**src/rtl/gcuPkg.sv**
```systemverilog
package gcuPkg;

  localparam int REG_W    = 64;
  localparam int GP_BASE  = 0;
  localparam int FIX_BASE = 32;
  localparam int BUF_BIT  = 62;
  localparam int CHG_BIT  = 63;

  typedef enum logic [1:0] {
    SEL_ENABLE = 2'd0,
    SEL_STATUS = 2'd1,
    SEL_CLEAR  = 2'd2,
    SEL_NONE   = 2'd3
  } regSel_e;

  typedef struct packed {
    logic    enWrite;
    logic    clrWrite;
    regSel_e rdSel;
  } strobe_t;

endpackage

```
**src/rtl/gcuControl.sv**
```systemverilog
module gcuControl
  import gcuPkg::*;
(
  input  logic       wrEn,
  input  logic [1:0] regAddr,
  output strobe_t    strb
);

  regSel_e sel;

  always_comb begin
    case (regAddr)
      2'd0:    sel = SEL_ENABLE;
      2'd1:    sel = SEL_STATUS;
      2'd2:    sel = SEL_CLEAR;
      default: sel = SEL_NONE;
    endcase
  end

  always_comb begin
    strb.rdSel    = sel;
    strb.enWrite  = wrEn && (sel == SEL_ENABLE);
    strb.clrWrite = wrEn && (sel == SEL_CLEAR);
  end

endmodule

```
**src/rtl/gcuDatapath.sv**
```systemverilog
module gcuDatapath
  import gcuPkg::*;
#(
  parameter int NUM_GP  = 2,
  parameter int NUM_FIX = 3
) (
  input  logic               clk,
  input  logic               rst,
  input  strobe_t            strb,
  input  logic [REG_W-1:0]   wrData,
  input  logic [NUM_GP-1:0]  gpOvf,
  input  logic [NUM_FIX-1:0] fixOvf,
  input  logic               bufEvent,
  input  logic               cfgChange,
  output logic [NUM_GP-1:0]  gpEnable,
  output logic [NUM_FIX-1:0] fixEnable,
  output logic [REG_W-1:0]   statusVec,
  output logic [REG_W-1:0]   rdData
);

  localparam int NUM_CTR = NUM_GP + NUM_FIX;

  logic [NUM_CTR-1:0] enReg;
  logic [NUM_CTR-1:0] ovfReg;
  logic               bufFlag;
  logic               chgFlag;

  logic [NUM_CTR-1:0] wrCtr;
  logic [NUM_CTR-1:0] setCtr;
  logic [REG_W-1:0]   enWord;

  // Gather write data and event pulses into per-counter vectors.
  always_comb begin
    wrCtr  = '0;
    setCtr = '0;
    for (int g = 0; g < NUM_GP; g++) begin
      wrCtr[g]  = wrData[GP_BASE + g];
      setCtr[g] = gpOvf[g];
    end
    for (int f = 0; f < NUM_FIX; f++) begin
      wrCtr[NUM_GP + f]  = wrData[FIX_BASE + f];
      setCtr[NUM_GP + f] = fixOvf[f];
    end
  end

  // Enable register
  always_ff @(posedge clk) begin
    if (rst)               enReg <= '0;
    else if (strb.enWrite) enReg <= wrCtr;
  end

  // Sticky status flags: a set in the same cycle overrides a clear.
  always_ff @(posedge clk) begin
    if (rst) begin
      ovfReg  <= '0;
      bufFlag <= 1'b0;
      chgFlag <= 1'b0;
    end else begin
      ovfReg  <= (ovfReg & ~(strb.clrWrite ? wrCtr : '0)) | setCtr;
      bufFlag <= (bufFlag & ~(strb.clrWrite & wrData[BUF_BIT])) | bufEvent;
      chgFlag <= (chgFlag & ~(strb.clrWrite & wrData[CHG_BIT])) | cfgChange;
    end
  end

  // Scatter per-counter state back into register images.
  always_comb begin
    enWord    = '0;
    statusVec = '0;
    for (int g = 0; g < NUM_GP; g++) begin
      enWord[GP_BASE + g]    = enReg[g];
      statusVec[GP_BASE + g] = ovfReg[g];
    end
    for (int f = 0; f < NUM_FIX; f++) begin
      enWord[FIX_BASE + f]    = enReg[NUM_GP + f];
      statusVec[FIX_BASE + f] = ovfReg[NUM_GP + f];
    end
    statusVec[BUF_BIT] = bufFlag;
    statusVec[CHG_BIT] = chgFlag;
  end

  always_comb begin
    case (strb.rdSel)
      SEL_ENABLE: rdData = enWord;
      SEL_STATUS: rdData = statusVec;
      default:    rdData = '0;
    endcase
  end

  assign gpEnable  = enReg[NUM_GP-1:0];
  assign fixEnable = enReg[NUM_CTR-1:NUM_GP];

endmodule

```
**src/rtl/counterGlobalUnit.sv**
```systemverilog
module counterGlobalUnit
  import gcuPkg::*;
#(
  parameter int NUM_GP  = 2,
  parameter int NUM_FIX = 3
) (
  input  logic               clk,
  input  logic               rst,
  input  logic               wrEn,
  input  logic [1:0]         regAddr,
  input  logic [REG_W-1:0]   wrData,
  output logic [REG_W-1:0]   rdData,
  input  logic [NUM_GP-1:0]  gpOvf,
  input  logic [NUM_FIX-1:0] fixOvf,
  input  logic               bufEvent,
  input  logic               cfgChange,
  output logic [NUM_GP-1:0]  gpEnable,
  output logic [NUM_FIX-1:0] fixEnable
);

  strobe_t          strb;
  logic [REG_W-1:0] statusVec;

  gcuControl u_ctrl (
    .wrEn    (wrEn),
    .regAddr (regAddr),
    .strb    (strb)
  );

  gcuDatapath #(
    .NUM_GP  (NUM_GP),
    .NUM_FIX (NUM_FIX)
  ) u_data (
    .clk       (clk),
    .rst       (rst),
    .strb      (strb),
    .wrData    (wrData),
    .gpOvf     (gpOvf),
    .fixOvf    (fixOvf),
    .bufEvent  (bufEvent),
    .cfgChange (cfgChange),
    .gpEnable  (gpEnable),
    .fixEnable (fixEnable),
    .statusVec (statusVec),
    .rdData    (rdData)
  );

endmodule

```
**config.mk**
```make
export PLATFORM = sky130hd
export DESIGN_NAME = counterGlobalUnit
export DESIGN_NICKNAME = d
export VERILOG_FILES = /design/src/rtl/gcuPkg.sv /design/src/rtl/gcuControl.sv /design/src/rtl/gcuDatapath.sv /design/src/rtl/counterGlobalUnit.sv
export SDC_FILE = /design/constraint.sdc
export NUM_CORES = 1
export LEC_CHECK = 0
export BUFFER_PORTS_ARGS = -buffer_cell sky130_fd_sc_hd__buf_2
export CAP_MARGIN = 10
export CORE_MARGIN = 4
export CORE_UTILIZATION = 28
export CTS_BUF_LIST = sky130_fd_sc_hd__clkbuf_16
export CTS_CLUSTER_DIAMETER = 60
export CTS_CLUSTER_SIZE = 14
export DETAILED_ROUTE_END_ITERATION = 16
export PLACE_DENSITY = 0.81
export REMOVE_ABC_BUFFERS = 1
export SKIP_CTS_REPAIR_TIMING = 1
export SYNTH_ARGS = -nofsm -noshare
export SYNTH_HDL_FRONTEND = slang
export SYNTH_SLANG_ARGS = --single-unit
```
**constraint.sdc**
```tcl
create_clock -name clk -period 0.98 [get_ports clk]
set_clock_uncertainty 0.1 [all_clocks]
set_input_delay 0.196 -clock clk [delete_from_list [all_inputs] [get_ports clk]]
set_output_delay 0.196 -clock clk [all_outputs]
set_load 0.01 [all_outputs]
```
==> results.cfg, run 1 <==
[outcome]
status = complete, but fails checks
failed_checks = negative setup slack

[finish]
drive_above_1_share_pct = 39.4
nets = 242
final_cell_mix = 57 x conb_1, 23 x buf_2, 12 x nor2_1
instances_no_fill = 213
nFillCells = 415
antennaDiodeCount = 0
syn_to_final_growth_pct = 16.8
multi_input_area_sq_um = 574
seqCellArea_sq_um = 253
mostFrequentLayoutCell = conb_1

[synth]
synthCells = 124
synth.distinct_cells = 13
synth_warnings = 0
syn_area_sq_mm = 0.00110
synth_seq_cells = 12
synth_seq_area_share_pct = 21.9
avgSynthCellArea_sq_um = 8.84

[cts]
clkSinkCount = 12
clk_latency_ps = 240
cts_root_buf = clkbuf_16
cts_tree = yes
clk_path_buf_depth = 2
cts-buffers-inserted = 3
htreeDepth = 1
clkSlewWorstSetupHoldPaths_ps = 50

[critical_path]
critPathCaptureType = output pin
crit_path_max_fanout = 2
cp.arrival_ps = 900
cp_slowest_cell = dfxtp_2
r2r-start = u_data.enReg[2]
path_buf_inv = 1
max_stage_delay_ps = 330
r2r_slack_ps = 120
ff2ff_path_depth = 4
reg2reg_to = u_data.enReg[2]
path_cells = mux2i_1, nor2_1, buf_2
cp-start-kind = flip-flop
worstPathRequired_ps = 680
crit_family = flip-flops
criticalPathCategory = flip-flop to output pin

[sta]
setup-violations-final = 11
rsz0062_at_grt = yes
layout_setup_ws_ps = -216
fin_crit_ps = 1200
fmax_ghz = 0.836
min_period_over_period_pct = 122
finalHoldViolations = 0
slew_violations = 0

[power_and_ir_drop]
max-vdd-ir-drop_uv = 780
p_per_area_mw_per_mm2 = 1280
leakagePower_nw = 0.693

[placement]
place.detailed.hpwl_mm = 1.86
port_buffers = 30
pre_cts_slack_ps = -241
placed_cells = 207
gp_congestion = 0.681

[grt]
grt_antenna_before_repair = 0
grt_max_degree = 18
track_usage_pct = 8.22
grt_overflow = 0
grt_pass1_vias = 670
grt_first_pass_wirelength_mm = 3.14

[min_path]
holdPathStages = 2
hold_path.class = input pin to flip-flop
hold_path_end = u_data.chgFlag
min_from = wrData[63]

[die]
chipWidth_um = 70.6
initial_core_util_pct = 29.5
coreArea_sq_mm = 0.00372
die_h_um = 70.6
io_pins = 145
num_rows = 22
dieArea_sq_mm = 0.00498

[route]
drc = 0
dr.pass1.iters = 3
num_vias = 755
antenna_left = 0
viasPerCell = 3.54
wl_per_cell_um = 10.3
drt_wl_total_mm = 2.19
drt_iter0_drc = 8

[flow_run]
maxCapViolations = 0
==> state kept, by name (all words and copies together) (netlist names) <==
signal          cells
u_data.bufFlag      1
u_data.chgFlag      1
u_data.enReg        5
u_data.ovfReg       5
==> metrics by stage <==
step / utilization (%) / instance area, sq um / hold WS [ps] / total power [W] / setup TNS [ps]
floorplan: - / 840 / 164 / 0.000735 / 0
global placement: 30.3 / 1120 / 308 / 0.000858 / -2940
detailed placement: 30.3 / 1120 / 318 / 0.000865 / -3390
CTS: 32.4 / 1200 / 59.9 / 0.00164 / -1760
global route: 34.4 / 1280 / 66.0 / 0.00173 / -1900
finish: 34.4 / 1280 / 57.0 / 0.00164 / -1470
==> power breakdown <==
part	internal [W]	total (W)	switching [W]
clock	0.000538	0.000755	0.000218
combinational	0.000133	0.000343	0.000210
sequential	0.000524	0.000541	0.0000173
total	0.00119	0.00164	0.000445
==> synth_stat cells <==
cell type | n | area (sq um)
buf_4 | 57 | 428
dfxtp_1 | 12 | 240
nor2_1 | 12 | 45.0
mux2i_1 | 10 | 100
nand2b_1 | 10 | 62.6
a311oi_2 | 7 | 105
inv_1 | 7 | 26.3
buf_6 | 3 | 33.8
and3b_1 | 2 | 17.5
and3b_2 | 1 | 10.0
buf_2 | 1 | 5.00
conb_1 | 1 | 3.75
nor3b_4 | 1 | 18.8
==> cells by family after synthesis <==
logic type	count (synthesis)	share of synthesized area [%]
other	1	0.342
AO/OA/AOI/OAI	7	9.59
buffers and inverters	68	45.0
multiplexers	10	9.13
flip-flops	12	21.9
AND/OR/NAND/NOR	26	14.0
==> how the worst max path moves through the flow <==
stage | from | end | cells after the start
after floorplan | regAddr[0] | u_data.bufFlag | 2
after detailed placement | regAddr[0] | u_data.ovfReg[0] | 3
final | u_data.enReg[4] | rdData[34] | 3
after global routing | u_data.enReg[4] | rdData[34] | 3
after CTS | u_data.enReg[1] | rdData[1] | 3
after global placement | regAddr[0] | u_data.ovfReg[0] | 3
==> routing by layer <==
metal / track usage, % / vias to the layer above / routed length (um)
met4: 1.88 / 0 / 0
li1: - / 366 / -
met1: 9.45 / 337 / 811
met2: 13.6 / 52 / 1070
met3: 4.26 / 0 / 309
met5: 0 / - / 0
==> final cells by class <==
class                           instances  share of cell area (%)
Clock buffer                            3                    5.87
Tap cell                               48                    4.69
Sequential cell                        12                    19.7
Multi-Input combinational cell        100                    44.9
Inverter                                7                    2.05
Clock inverter                          1                   0.293
Timing Repair Buffer                   42                    22.5
No activity file was read; power rests on OpenSTA's default activity.
==> run 2, diff against run 1 <==
Settings changed: MAX_ROUTING_LAYER from default to met4.
==> run 2 against run 1 <==
Compared with the run above: worst hold slack about the same; highest routed layer unchanged; worst setup slack improved by 2.0 ps; via count unchanged; the flow still finishes with violations (negative setup slack); register-to-register slack barely moved; first-iteration DRC count is 13% lower.
==> results.cfg, run 2 (synthesis results as in run 1) <==
[critical_path]
worstPathRequired_ps = 680
criticalPathCategory = flip-flop to output pin
r2r-start = u_data.enReg[2]
critPathLaunch = u_data.enReg[4]
ff2ff_path_depth = 4
cp.arrival_ps = 900
reg2reg_to = u_data.enReg[2]
cp-start-kind = flip-flop
crit_end = rdData[34]
critPathCaptureType = output pin
crit_path_max_fanout = 2
r2r_slack_ps = 120

[sta]
fmax_ghz = 0.837
min_period_over_period_pct = 122
fin_tns_setup_ps = -1470
fin_crit_ps = 1190
layout_setup_ws_ps = -214
finalHoldViolations = 0
hold_slack_ps = 57.0
rsz0062_at_grt = yes
slew_violations = 0
setup-violations-final = 11

[finish]
nets = 242
instances_no_fill = 213
mostFrequentLayoutCell = conb_1
final_cell_mix = 57 x conb_1, 23 x buf_2, 12 x nor2_1
top_regs = u_data.enReg (5), u_data.ovfReg (5)
drive_above_1_share_pct = 39.4
antennaDiodeCount = 0
syn_to_final_growth_pct = 16.8

[cts]
clkSlewWorstSetupHoldPaths_ps = 50
clk_latency_ps = 240
clk_path_buf_depth = 2
cts_tree = yes
cts-buffers-inserted = 3
clkSinkCount = 12
cts_root_buf = clkbuf_16
htreeDepth = 1

[power_and_ir_drop]
intPower_w = 0.00119
pwr-share-clk_pct = 46.1
seq_power_share_pct = 33.0
max-vdd-ir-drop_uv = 780
p_per_area_mw_per_mm2 = 1280
fin_total_pwr_w = 0.00164
swShare_pct = 27.1
power_frac_comb_pct = 20.9
leakagePower_nw = 0.693
p_sw_w = 0.000445

[die]
dieArea_sq_mm = 0.00498
num_rows = 22
coreArea_sq_mm = 0.00372
initial_core_util_pct = 29.5
io_pins = 145
chipWidth_um = 70.6
die_h_um = 70.6

[min_path]
hold_path.class = input pin to flip-flop

[placement]
placed_cells = 207
place.detailed.hpwl_mm = 1.86
gp_congestion = 0.688
port_buffers = 30

[route]
dr.pass1.iters = 3
drt_iter0_drc = 7
num_vias = 755
wl_per_cell_um = 10.3
viasPerCell = 3.54
antenna_left = 0
drc = 0
drt_wl_total_mm = 2.19

[grt]
grt_pass1_vias = 672
grt_max_degree = 18
grt_first_pass_wirelength_mm = 3.13
track_usage_pct = 8.46
grt_overflow = 0
grt_antenna_before_repair = 0

[flow_run]
maxCapViolations = 0

[outcome]
failed_checks = negative setup slack
status = complete, but fails checks
==> run 2: per-layer routing <==
| layer | global-route usage (%) | vias up | routed length [um] |
|---|---|---|---|
| met1 | 9.62 | 337 | 836 |
| met4 | 1.88 | 0 | 0 |
| met5 | - | - | 0 |
| li1 | - | 366 | - |
| met2 | 13.6 | 52 | 1070 |
| met3 | 3.98 | 0 | 284 |
==> run 2: worst min path at each step <==
stage                     cells after the start        from              to
after floorplan                               1         rst  u_data.bufFlag
after global placement                        2  wrData[63]  u_data.chgFlag
after detailed placement                      2  wrData[62]  u_data.bufFlag
after CTS                                     2  wrData[62]  u_data.bufFlag
after global routing                          2  wrData[63]  u_data.chgFlag
final                                         2  wrData[63]  u_data.chgFlag
==> run 2: critical path, cell delays in order, from the launching register on <==
cell and delay [ps]:
dfxtp_2 330, mux2i_1 60, nor2_1 120, buf_2 150
==> run 2: cell type report <==
cell class / instances / area, sq um
clock buffers: 3 / 75.1
fillers: 415 / 2440
flip-flops and latches: 12 / 253
repair buffers: 42 / 288
multi-input cells: 100 / 574
well taps: 48 / 60.1
clock inverters: 1 / 3.75
inverters: 7 / 26.3
==> run 2: per-stage QoR <==
stage | instance area (sq um) | setup WS (ps) | util, %
2_1_floorplan | 840 | 32.9 | -
5_1_grt | 1280 | -294 | 34.4
6_report | 1280 | -214 | 34.4
4_1_cts | 1200 | -221 | 32.4
3_5_place_dp | 1120 | -241 | 30.3
3_3_place_gp | 1120 | -202 | 30.3
==> run 2: power by group through the flow <==
stage               Clock (W)  Sequential (W)  Combinational (W)
floorplan                   0        0.000543           0.000192
global placement            0        0.000543           0.000315
detailed placement          0        0.000544           0.000321
CTS                  0.000780        0.000535           0.000321
global route         0.000802        0.000544           0.000380
finish               0.000755        0.000541           0.000343
